<file path="src/rtl/cts_pkg.sv">
package cts_pkg;

   // parity sense encoding on par_odd
   typedef enum logic {
      PAR_EVEN = 1'b0,
      PAR_ODD  = 1'b1
   } par_sense_e;

   // cell-space reporting variants chosen at elaboration
   localparam int unsigned STAT_DIRECT_ONLY = 0;
   localparam int unsigned STAT_WITH_POLL   = 1;

endpackage

</file>
<file path="src/rtl/cts_addr_latch.sv">
module cts_addr_latch #(
   parameter int unsigned AW = 2
) (
   input  logic          clk,
   input  logic          rst_n,
   input  logic          en_n,
   input  logic [AW-1:0] addr,
   output logic [AW-1:0] sel
);

   always_ff @(posedge clk or negedge rst_n) begin
      if (!rst_n)    sel <= '0;
      else if (en_n) sel <= addr;
   end


   addr_hold_chk: assert property (@(posedge clk) disable iff (!rst_n)
      !en_n |=> sel == $past(sel));

endmodule

</file>
<file path="src/rtl/cts_parity.sv">
module cts_parity #(
   parameter int unsigned DW = 32
) (
   input  logic [DW-1:0] data,
   input  logic          par,
   input  logic          odd,
   output logic          bad
);
   import cts_pkg::*;

   logic ones_odd;

   assign ones_odd = ^{data, par};
   // even sense wants an even total, odd sense an odd one
   assign bad = (par_sense_e'(odd) == PAR_ODD) ? !ones_odd : ones_odd;

endmodule

</file>
<file path="src/rtl/cts_port_ctrl.sv">
module cts_port_ctrl #(
   parameter int unsigned CELL_WORDS = 14,
   parameter int unsigned FIFO_CELLS = 4,
   parameter int unsigned ERR_W      = 8
) (
   input  logic             clk,
   input  logic             rst_n,
   input  logic             hit,
   input  logic             soc,
   input  logic             par_bad,
   input  logic             perr_clr,
   input  logic             rel,
   output logic             acc,
   output logic             first,
   output logic             last,
   output logic             space,
   output logic             perr,
   output logic [ERR_W-1:0] err_cnt
);

   localparam int unsigned WCW = $clog2(CELL_WORDS + 1);
   localparam int unsigned CCW = $clog2(FIFO_CELLS + 1);

   logic [WCW-1:0] wcnt;
   logic [WCW-1:0] wnext;
   logic [CCW-1:0] cells;
   logic           open_c;
   logic           start_ok;
   logic           drop;
   logic           cell_dec;

   assign open_c   = (wcnt != '0);
   assign start_ok = soc && (cells < CCW'(FIFO_CELLS));
   assign acc      = hit && (soc ? start_ok : open_c);
   assign first    = acc && soc;
   assign wnext    = soc ? WCW'(1) : wcnt + WCW'(1);
   assign last     = acc && (wnext == WCW'(CELL_WORDS));
   assign drop     = hit && soc && open_c;
   assign cell_dec = rel && (cells != '0);
   assign space    = (int'(cells) + int'(open_c)) < int'(FIFO_CELLS);

   always_ff @(posedge clk or negedge rst_n) begin
      if (!rst_n) begin
         wcnt <= '0;
      end else if (acc) begin
         wcnt <= last ? '0 : wnext;
      end
   end

   always_ff @(posedge clk or negedge rst_n) begin
      if (!rst_n) begin
         cells <= '0;
      end else begin
         case ({last, cell_dec})
            2'b10:   cells <= cells + CCW'(1);
            2'b01:   cells <= cells - CCW'(1);
            default: cells <= cells;
         endcase
      end
   end

   always_ff @(posedge clk or negedge rst_n) begin
      if (!rst_n)                      err_cnt <= '0;
      else if (drop && err_cnt != '1)  err_cnt <= err_cnt + ERR_W'(1);
   end

   always_ff @(posedge clk or negedge rst_n) begin
      if (!rst_n) perr <= 1'b0;
      else        perr <= (perr && !perr_clr) || (hit && par_bad);
   end


   cells_bound_chk: assert property (@(posedge clk) disable iff (!rst_n)
      int'(cells) <= int'(FIFO_CELLS));


   word_bound_chk: assert property (@(posedge clk) disable iff (!rst_n)
      int'(wcnt) < int'(CELL_WORDS));


   rel_dec_chk: assert property (@(posedge clk) disable iff (!rst_n)
      rel && !last && cells != '0 |=> cells == $past(cells) - CCW'(1));


   err_mono_chk: assert property (@(posedge clk) disable iff (!rst_n)
      ##1 err_cnt >= $past(err_cnt));


   perr_set_chk: assert property (@(posedge clk) disable iff (!rst_n)
      hit && par_bad |=> perr);


   perr_sticky_chk: assert property (@(posedge clk) disable iff (!rst_n)
      perr && !perr_clr |=> perr);

endmodule

</file>
<file path="src/rtl/cts_status.sv">
module cts_status #(
   parameter int unsigned NP      = 4,
   parameter int unsigned AW      = 2,
   parameter int unsigned STAT_MD = 1
) (
   input  logic          poll,
   input  logic [AW-1:0] addr,
   input  logic [NP-1:0] space,
   output logic [NP-1:0] clav
);
   import cts_pkg::*;

   generate
      if (STAT_MD == STAT_WITH_POLL) begin : g_poll
         assign clav = poll ? {{(NP-1){1'b0}}, space[addr]} : space;
      end else begin : g_direct
         logic unused_in;
         assign unused_in = poll ^ (^addr);
         assign clav = space;
      end
   endgenerate

endmodule

</file>
<file path="src/rtl/cell_tx_slave.sv">
module cell_tx_slave #(
   parameter int unsigned DW         = 32,
   parameter int unsigned NP         = 4,
   parameter int unsigned CELL_WORDS = 14,
   parameter int unsigned FIFO_CELLS = 4,
   parameter int unsigned ERR_W      = 8,
   parameter int unsigned STAT_MD    = 1,
   localparam int unsigned AW        = $clog2(NP)
) (
   input  logic             clk,
   input  logic             rst_n,
   input  logic [DW-1:0]    tx_data,
   input  logic             tx_soc,
   input  logic             tx_en_n,
   input  logic [AW-1:0]    tx_addr,
   input  logic             tx_par,
   input  logic             par_odd,
   input  logic             poll_mode,
   input  logic             perr_clr,
   input  logic [NP-1:0]    cell_rel,
   output logic [NP-1:0]    clav,
   output logic [NP-1:0]    perr,
   output logic [NP*ERR_W-1:0] err_cnt,
   output logic             wr_vld,
   output logic [AW-1:0]    wr_port,
   output logic [DW-1:0]    wr_data,
   output logic             wr_first,
   output logic             wr_last
);

   generate
      if (NP < 2 || (1 << AW) != NP) begin : g_bad_np
         $error("NP must be a power of two of at least 2");
      end
      if (CELL_WORDS < 2) begin : g_bad_cw
         $error("CELL_WORDS must be at least 2");
      end
      if (FIFO_CELLS < 1) begin : g_bad_fc
         $error("FIFO_CELLS must be at least 1");
      end
      if (ERR_W < 1) begin : g_bad_ew
         $error("ERR_W must be at least 1");
      end
   endgenerate

   logic [AW-1:0] sel;
   logic          par_bad;
   logic [NP-1:0] hit, acc, first, last, space;

   cts_addr_latch #(.AW(AW)) u_addr (
      .clk   (clk),
      .rst_n (rst_n),
      .en_n  (tx_en_n),
      .addr  (tx_addr),
      .sel   (sel)
   );

   cts_parity #(.DW(DW)) u_par (
      .data (tx_data),
      .par  (tx_par),
      .odd  (par_odd),
      .bad  (par_bad)
   );

   generate
      for (genvar p = 0; p < NP; p++) begin : g_port
         assign hit[p] = !tx_en_n && (sel == AW'(p));
         cts_port_ctrl #(
            .CELL_WORDS (CELL_WORDS),
            .FIFO_CELLS (FIFO_CELLS),
            .ERR_W      (ERR_W)
         ) u_port (
            .clk      (clk),
            .rst_n    (rst_n),
            .hit      (hit[p]),
            .soc      (tx_soc),
            .par_bad  (par_bad),
            .perr_clr (perr_clr),
            .rel      (cell_rel[p]),
            .acc      (acc[p]),
            .first    (first[p]),
            .last     (last[p]),
            .space    (space[p]),
            .perr     (perr[p]),
            .err_cnt  (err_cnt[p*ERR_W +: ERR_W])
         );
      end
   endgenerate

   cts_status #(.NP(NP), .AW(AW), .STAT_MD(STAT_MD)) u_stat (
      .poll  (poll_mode),
      .addr  (tx_addr),
      .space (space),
      .clav  (clav)
   );

   always_ff @(posedge clk or negedge rst_n) begin
      if (!rst_n) begin
         wr_vld   <= 1'b0;
         wr_port  <= '0;
         wr_data  <= '0;
         wr_first <= 1'b0;
         wr_last  <= 1'b0;
      end else begin
         wr_vld   <= |acc;
         wr_first <= |first;
         wr_last  <= |last;
         if (|acc) begin
            wr_port <= sel;
            wr_data <= tx_data;
         end
      end
   end


   wr_follow_chk: assert property (@(posedge clk) disable iff (!rst_n)
      ##1 wr_vld |-> $past(!tx_en_n));


   last_vld_chk: assert property (@(posedge clk) disable iff (!rst_n)
      wr_last |-> wr_vld);


   acc_onehot_chk: assert property (@(posedge clk) disable iff (!rst_n)
      $onehot0(acc));

endmodule

</file>
<file path="config.mk">
export PLATFORM = sky130hd
export DESIGN_NAME = cell_tx_slave
export DESIGN_NICKNAME = d
export VERILOG_FILES = /design/src/rtl/cts_pkg.sv /design/src/rtl/cts_addr_latch.sv /design/src/rtl/cts_parity.sv /design/src/rtl/cts_port_ctrl.sv /design/src/rtl/cts_status.sv /design/src/rtl/cell_tx_slave.sv
export SDC_FILE = /design/constraint.sdc
export NUM_CORES = 1
export LEC_CHECK = 0
export ABC_CLOCK_PERIOD_IN_PS = 3350
export CORE_MARGIN = 1
export CORE_UTILIZATION = 51
export DETAILED_ROUTE_END_ITERATION = 12
export PLACE_DENSITY = 0.81
export SYNTH_ARGS = -nofsm -noshare
export SYNTH_HDL_FRONTEND = slang
export SYNTH_SLANG_ARGS = --single-unit
</file>
<file path="constraint.sdc">
create_clock -name clk -period 3.35 [get_ports clk]
set_input_delay 0.8375 -clock clk [delete_from_list [all_inputs] [get_ports clk]]
set_output_delay 0.8375 -clock clk [all_outputs]
set_load 0.1 [all_outputs]
</file>
==> results.md, run 1 <==
- WP buf/inv: 2
- CTS H-tree depth: 3
- Cell Area, Synth: 0.00535 mm²
- CTS buffer count: 9
- Die ar.: 0.0109 mm²
- RD Place Congestion: 0.847
- Critical path launch point type: flop
- Boundary Pins: 123
- TritonCTS clock tree: built
- Syn_nets: 516
- Pleak: 3.17 nW
- Max-slew headroom: 64.2%
- Status: completed
- Yosys warnings: 0
- Starting DRT DRC Count: 189
- Kind of critical path: flop to output pin
- Power density of the placed cells: 946 mW/mm²
- Maxcap violations: 0
- Largest net degree at the start of global routing: 104
- Period minus WS final: 3160 ps
- Die Height: 104 µm
- # setup viols final: 0
- Final instance area: 0.00681 mm²
- Core Box Area: 0.0102 mm²
- DR pass1 iterations: 6
- Ys async rst share: 100%
- Antenna cells: 0
- Crit path DAT: 2320 ps
- WL/cell: 15.7 µm
- Sink Count: 103
- Clock skew: 10.5 ps
- Vias in the first global route: 3,855
- Worst vdd ir: 0.732 mV
- Port bufs: 122
- GRT Util Overall: 22.2%
- Die W: 104 µm
- Row count: 37
- Post-CTS setup buffer count: 0
- Mean Syn Cell Area: 11.9 µm²
- Cell Area, Placed: 0.00661 mm²
- Main flop type after synthesis: dfrtp_1
- Hold Path Class: flop to flop
- DP HPWL: 8400 µm
- Fillers: 785
- CTS Hold Bufs: 0
- Vias per cell: 5.32
- Mapped Cells: 450
- Endpoint type of the worst setup path: output pin
- Distinct cells, synth: 52
- Initial antenna violation count: 0
- Cell Chain, Critical Path: inv_1 -> ha_1 -> or3b_4 -> a31oi_2 -> nand2_1 -> nor2_1 -> a21oi_1 -> o21ai_2 -> buf_12
- Crit share post-route: 94.3%
- Final nets: 651
- DR vias: 3,853
- Clock latency at the later pin of the worst-skew pair: 370 ps
- Reg area: 0.00258 mm²
- Area growth syn-to-layout: 27.4%
- Top Family by Delay on Critical Path: simple AND/OR/NAND/NOR gates
- Pins over their slew limit: 0
- Multi-input gate area in the final layout: 0.00255 mm²
- CP peak stage delay: 420 ps
- CTS max path bufs: 2
- Worst-path clk slew: 90 ps
- Worst Path Required: 2510 ps
- Fin. Hold Viols: 0
- Starting Density: 52.3%
- Yosys reg bits: 103
- Slew of the pin with the lowest slew margin: 537 ps
- Layout cells sized above 1: 27.0%
- RSZ-0062 raised after global routing: no
- Overflow after GRT: 0
- Max Freq: 0.316 GHz
- Post-synthesis sequential area ratio: 48.2%
- Max FO, Critical Path: 4
- Clock Root Buffer: clkbuf_8
- Post-route ant nets: 0
- CP max-delay cell: dfrtp_1
- Post-synth EDFFs: 0
- Fin Setup TNS: 0 ps
- Post_cts resized: 0
- Detailed Route WL: 11,300 µm
- Drt drc: 0
- First-pass GRT wire length: 19,200 µm
state kept, by name (all words and copies together) (netlist names):
signal and flops:
g_port.u_port.err_cnt 32, wr_data 32, g_port.u_port.wcnt 16, g_port.u_port.cells 12
g_port.u_port.perr 4, u_addr.sel 2, wr_port 2, wr_first 1
wr_last 1, wr_vld 1
synth_stat cells (all sizes together), types with 9 or more instances:
cell | n | area [µm²]
inv | 27 | 101
mux2 | 38 | 533
nand3 | 23 | 115
dfrtp | 103 | 2580
xor2 | 19 | 166
nor2 | 15 | 56.3
xnor2 | 58 | 508
o21ai | 10 | 50.0
nand2 | 34 | 130
buf | 13 | 125
a21oi | 9 | 45.0
ha | 16 | 200
power breakdown:
part	internal, mW	switching, mW
sequential	1.62	0.384
combinational	1.12	2.54
clock	0.378	0.404
total	3.12	3.33
per-stage QoR:
step	power (mW)	setup slack, ps	hold WS [ps]	util (%)	instances
6_report	6.44	190	500	66.6	724
5_1_grt	6.79	12.9	517	66.6	724
4_1_cts	6.47	89.6	506	66.5	724
3_5_place_dp	5.68	17.5	488	64.6	710
3_3_place_gp	5.58	63.1	480	64.6	710
2_1_floorplan	4.87	14.9	478	-	450
final timing paths:
path                                                   from                           to  slack, ps  cells past startpoint
worst max-delay path               g_port[2].u_port.wcnt[0]                      clav[0]        190                      9
worst min-delay path            g_port[2].u_port.err_cnt[5]  g_port[2].u_port.err_cnt[5]        500                      1
worst max register to register     g_port[1].u_port.wcnt[0]    g_port[1].u_port.cells[2]        750                     12
worst min register to register  g_port[2].u_port.err_cnt[5]  g_port[2].u_port.err_cnt[5]        500                      1
max in group asynchronous                             rst_n    g_port[2].u_port.cells[1]       2420                      2
min in group asynchronous                             rst_n                  wr_data[19]        520                      2
final cells by class:
class | instances | area share, %
timing repair buffer | 137 | 17.8
multi-input combinational | 307 | 37.5
clock buffer | 11 | 2.22
sequential | 103 | 37.8
clock inverter | 3 | 0.643
inverter | 27 | 1.49
tap | 136 | 2.50
placed cells by master, fill, tap and decap left out, drive strengths merged, types with 2 or more instances in the layout:
master         netlist  routed
dfrtp              103     103
buf                 13      93
xnor2               58      58
clkdlybuf4s50        0      44
mux2                38      38
nand2               34      34
inv                 27      27
nand3               23      23
xor2                19      19
ha                  16      16
nor2                15      15
clkbuf               0      11
o21ai               10      10
a21oi                9       9
nor3                 8       8
and3                 8       8
nand2b               6       6
nand4                5       5
a32o                 5       5
o211ai               5       5
o31a                 4       4
o22ai                4       4
fa                   4       4
nand3b               3       3
or3b                 3       3
mux2i                3       3
a22o                 3       3
nor3b                3       3
and4                 3       3
a31o                 2       2
a21o                 2       2
a31oi                2       2
and2                 2       2
clkinv               0       2
per-layer routing:
layer | GRT usage [%] | up-vias | share of wire [%]
met5 | 0 | - | 0
met4 | 9.08 | 0 | 1.8
met3 | 3.45 | 15 | 5.0
met2 | 34.1 | 113 | 46
met1 | 31.4 | 1913 | 47
li1 | - | 1812 | -
kinds of logic after synthesis:
| logic type | after synthesis | share of synthesized area, % |
|---|---|---|
| simple gates | 116 | 11.4 |
| flops | 103 | 48.2 |
| xor+xnor | 78 | 13.0 |
| compound gates | 52 | 7.37 |
| mux | 41 | 10.5 |
| buf+inv | 40 | 4.23 |
| fa+ha+maj | 20 | 5.24 |
Note: power is estimated with default switching activity, not from simulation.
==> run 2: changes to the inputs <==
CORE_UTILIZATION = 50   (was 51)
PLACE_DENSITY = 0.8   (was 0.81)
SLEW_MARGIN = 20   (was not set)
==> results.md, run 2 (synthesis gave the netlist of run 1 again) <==
- Status: completed
- Pins over their slew limit: 0
- Post-route ant nets: 0
- Sink Count: 103
- Worst-path clk slew: 100 ps
- Commonest non-fill, non-tap cell in the layout: dfrtp_1
- Overflow after GRT: 0
- RSZ-0062 raised after global routing: no
- Max Freq: 0.319 GHz
- CTS H-tree depth: 3
- Kind of critical path: flop to output pin
- CTS max path bufs: 2
- Slew of the pin with the lowest slew margin: 674 ps
- Initial antenna violation count: 0
- Die Height: 105 µm
- TritonCTS clock tree: built
- Post-CTS setup buffer count: 0
- Clock skew: 12.3 ps
- Period minus WS final: 3130 ps
- Core Box Area: 0.0103 mm²
- Crit share post-route: 93.5%
- Crit path DAT: 2290 ps
- Worst vdd ir: 0.701 mV
- Pleak: 3.19 nW
- DP HPWL: 8480 µm
- Die ar.: 0.0111 mm²
- Final nets: 651
- Row count: 37
- Starting Density: 51.8%
- Antenna cells: 0
- Boundary Pins: 123
- Worst Path Required: 2510 ps
- Fin Setup TNS: 0 ps
- # setup viols final: 0
- Endpoint type of the worst setup path: output pin
- Port bufs: 122
- Pwr Total: 6.55 mW
- Drt drc: 0
- Hold Path Class: input pin to asynchronous set/reset pin
- Final Hold Slack: 489 ps
- WL/cell: 15.5 µm
- Critical path launch point type: flop
- FF-to-FF path depth: 12
- RD Place Congestion: 0.856
- Largest net degree at the start of global routing: 53
- Maxcap violations: 0
- Area growth syn-to-layout: 28.2%
- Clock Root Buffer: clkbuf_8
- Vias in the first global route: 3,842
- Layout cells sized above 1: 27.1%
- Max-slew headroom: 55.1%
- DR vias: 3,799
- Starting DRT DRC Count: 221
- Most frequent cells in the layout: 103 x dfrtp_1, 87 x buf_4, 58 x xnor2_1
- First-pass GRT wire length: 19,000 µm
- Post_cts resized: 0
- DR pass1 iterations: 4
- Vias per cell: 5.23
- R2R Setup Slk: 720 ps
- CTS Hold Bufs: 0
- Power density of the placed cells: 956 mW/mm²
- Max FO, Critical Path: 4
- GRT Util Overall: 21.7%
- Biggest regs: g_port.u_port.err_cnt (32), wr_data (32), g_port.u_port.wcnt (16)
- CTS buffer count: 9
- Die W: 105 µm
- Fin. Hold Viols: 0
- Clock latency at the later pin of the worst-skew pair: 360 ps
- Detailed Route WL: 11,200 µm
==> run 2: cell types whose count changed in the layout (fill, tap and decap cells not counted), sizes merged <==
cell | before | now
clkinvlp | 0 | 1
clkbuf | 11 | 12
clkinv | 2 | 0
bufinv | 1 | 2
inv | 27 | 28
==> run 2: power breakdown <==
group / internal (mW) / switching (mW)
Combinational: 1.13 / 2.54
Sequential: 1.62 / 0.392
Clock: 0.465 / 0.411
==> run 2: cell type report <==
cell class	instances	area (µm²)
inverters	27	101
repair buffers	137	1210
clock inverters	4	76.3
multi-input cells	307	2560
well taps	136	170
flip-flops and latches	103	2580
clock buffers	12	155
fillers	785	3470
==> run 2: stage by stage <==
step | std cells | area (µm²) | worst slack (ps) | util [%]
floorplan | 450 | 5350 | 14.9 | -
global placement | 710 | 6610 | 60.0 | 64.0
detailed placement | 710 | 6610 | 32.0 | 64.0
CTS | 726 | 6840 | 85.5 | 66.3
global route | 726 | 6860 | 56.1 | 66.4
finish | 726 | 6860 | 219 | 66.4
==> run 2: critical path, stage by stage (launching register included) <==
cell	delay (ps)
dfrtp_1	420
inv_1	90
ha_1	160
or3b_4	430
a31oi_4	230
nand2_1	70
nor2_1	80
a21oi_1	60
o21ai_2	180
buf_12	200
==> run 2: worst paths after layout <==
path	start	to
setup reg to reg	g_port[2].u_port.wcnt[0]	g_port[2].u_port.cells[2]
hold reg to reg	g_port[1].u_port.err_cnt[5]	g_port[1].u_port.err_cnt[5]
min in group clk	g_port[1].u_port.err_cnt[5]	g_port[1].u_port.err_cnt[5]
hold / removal	rst_n	wr_data[18]
max in group asynchronous	rst_n	g_port[0].u_port.err_cnt[3]
setup / recovery	g_port[2].u_port.wcnt[0]	clav[0]
==> run 2: per-layer routing <==
| layer | track usage [%] | vias up | wire length (µm) |
|---|---|---|---|
| li1 | - | 1818 | - |
| met3 | 4.51 | 9 | 652 |
| met5 | 0 | - | 0 |
| met2 | 35.9 | 110 | 5480 |
| met4 | 6.44 | 0 | 93 |
| met1 | 28.7 | 1862 | 5000 |
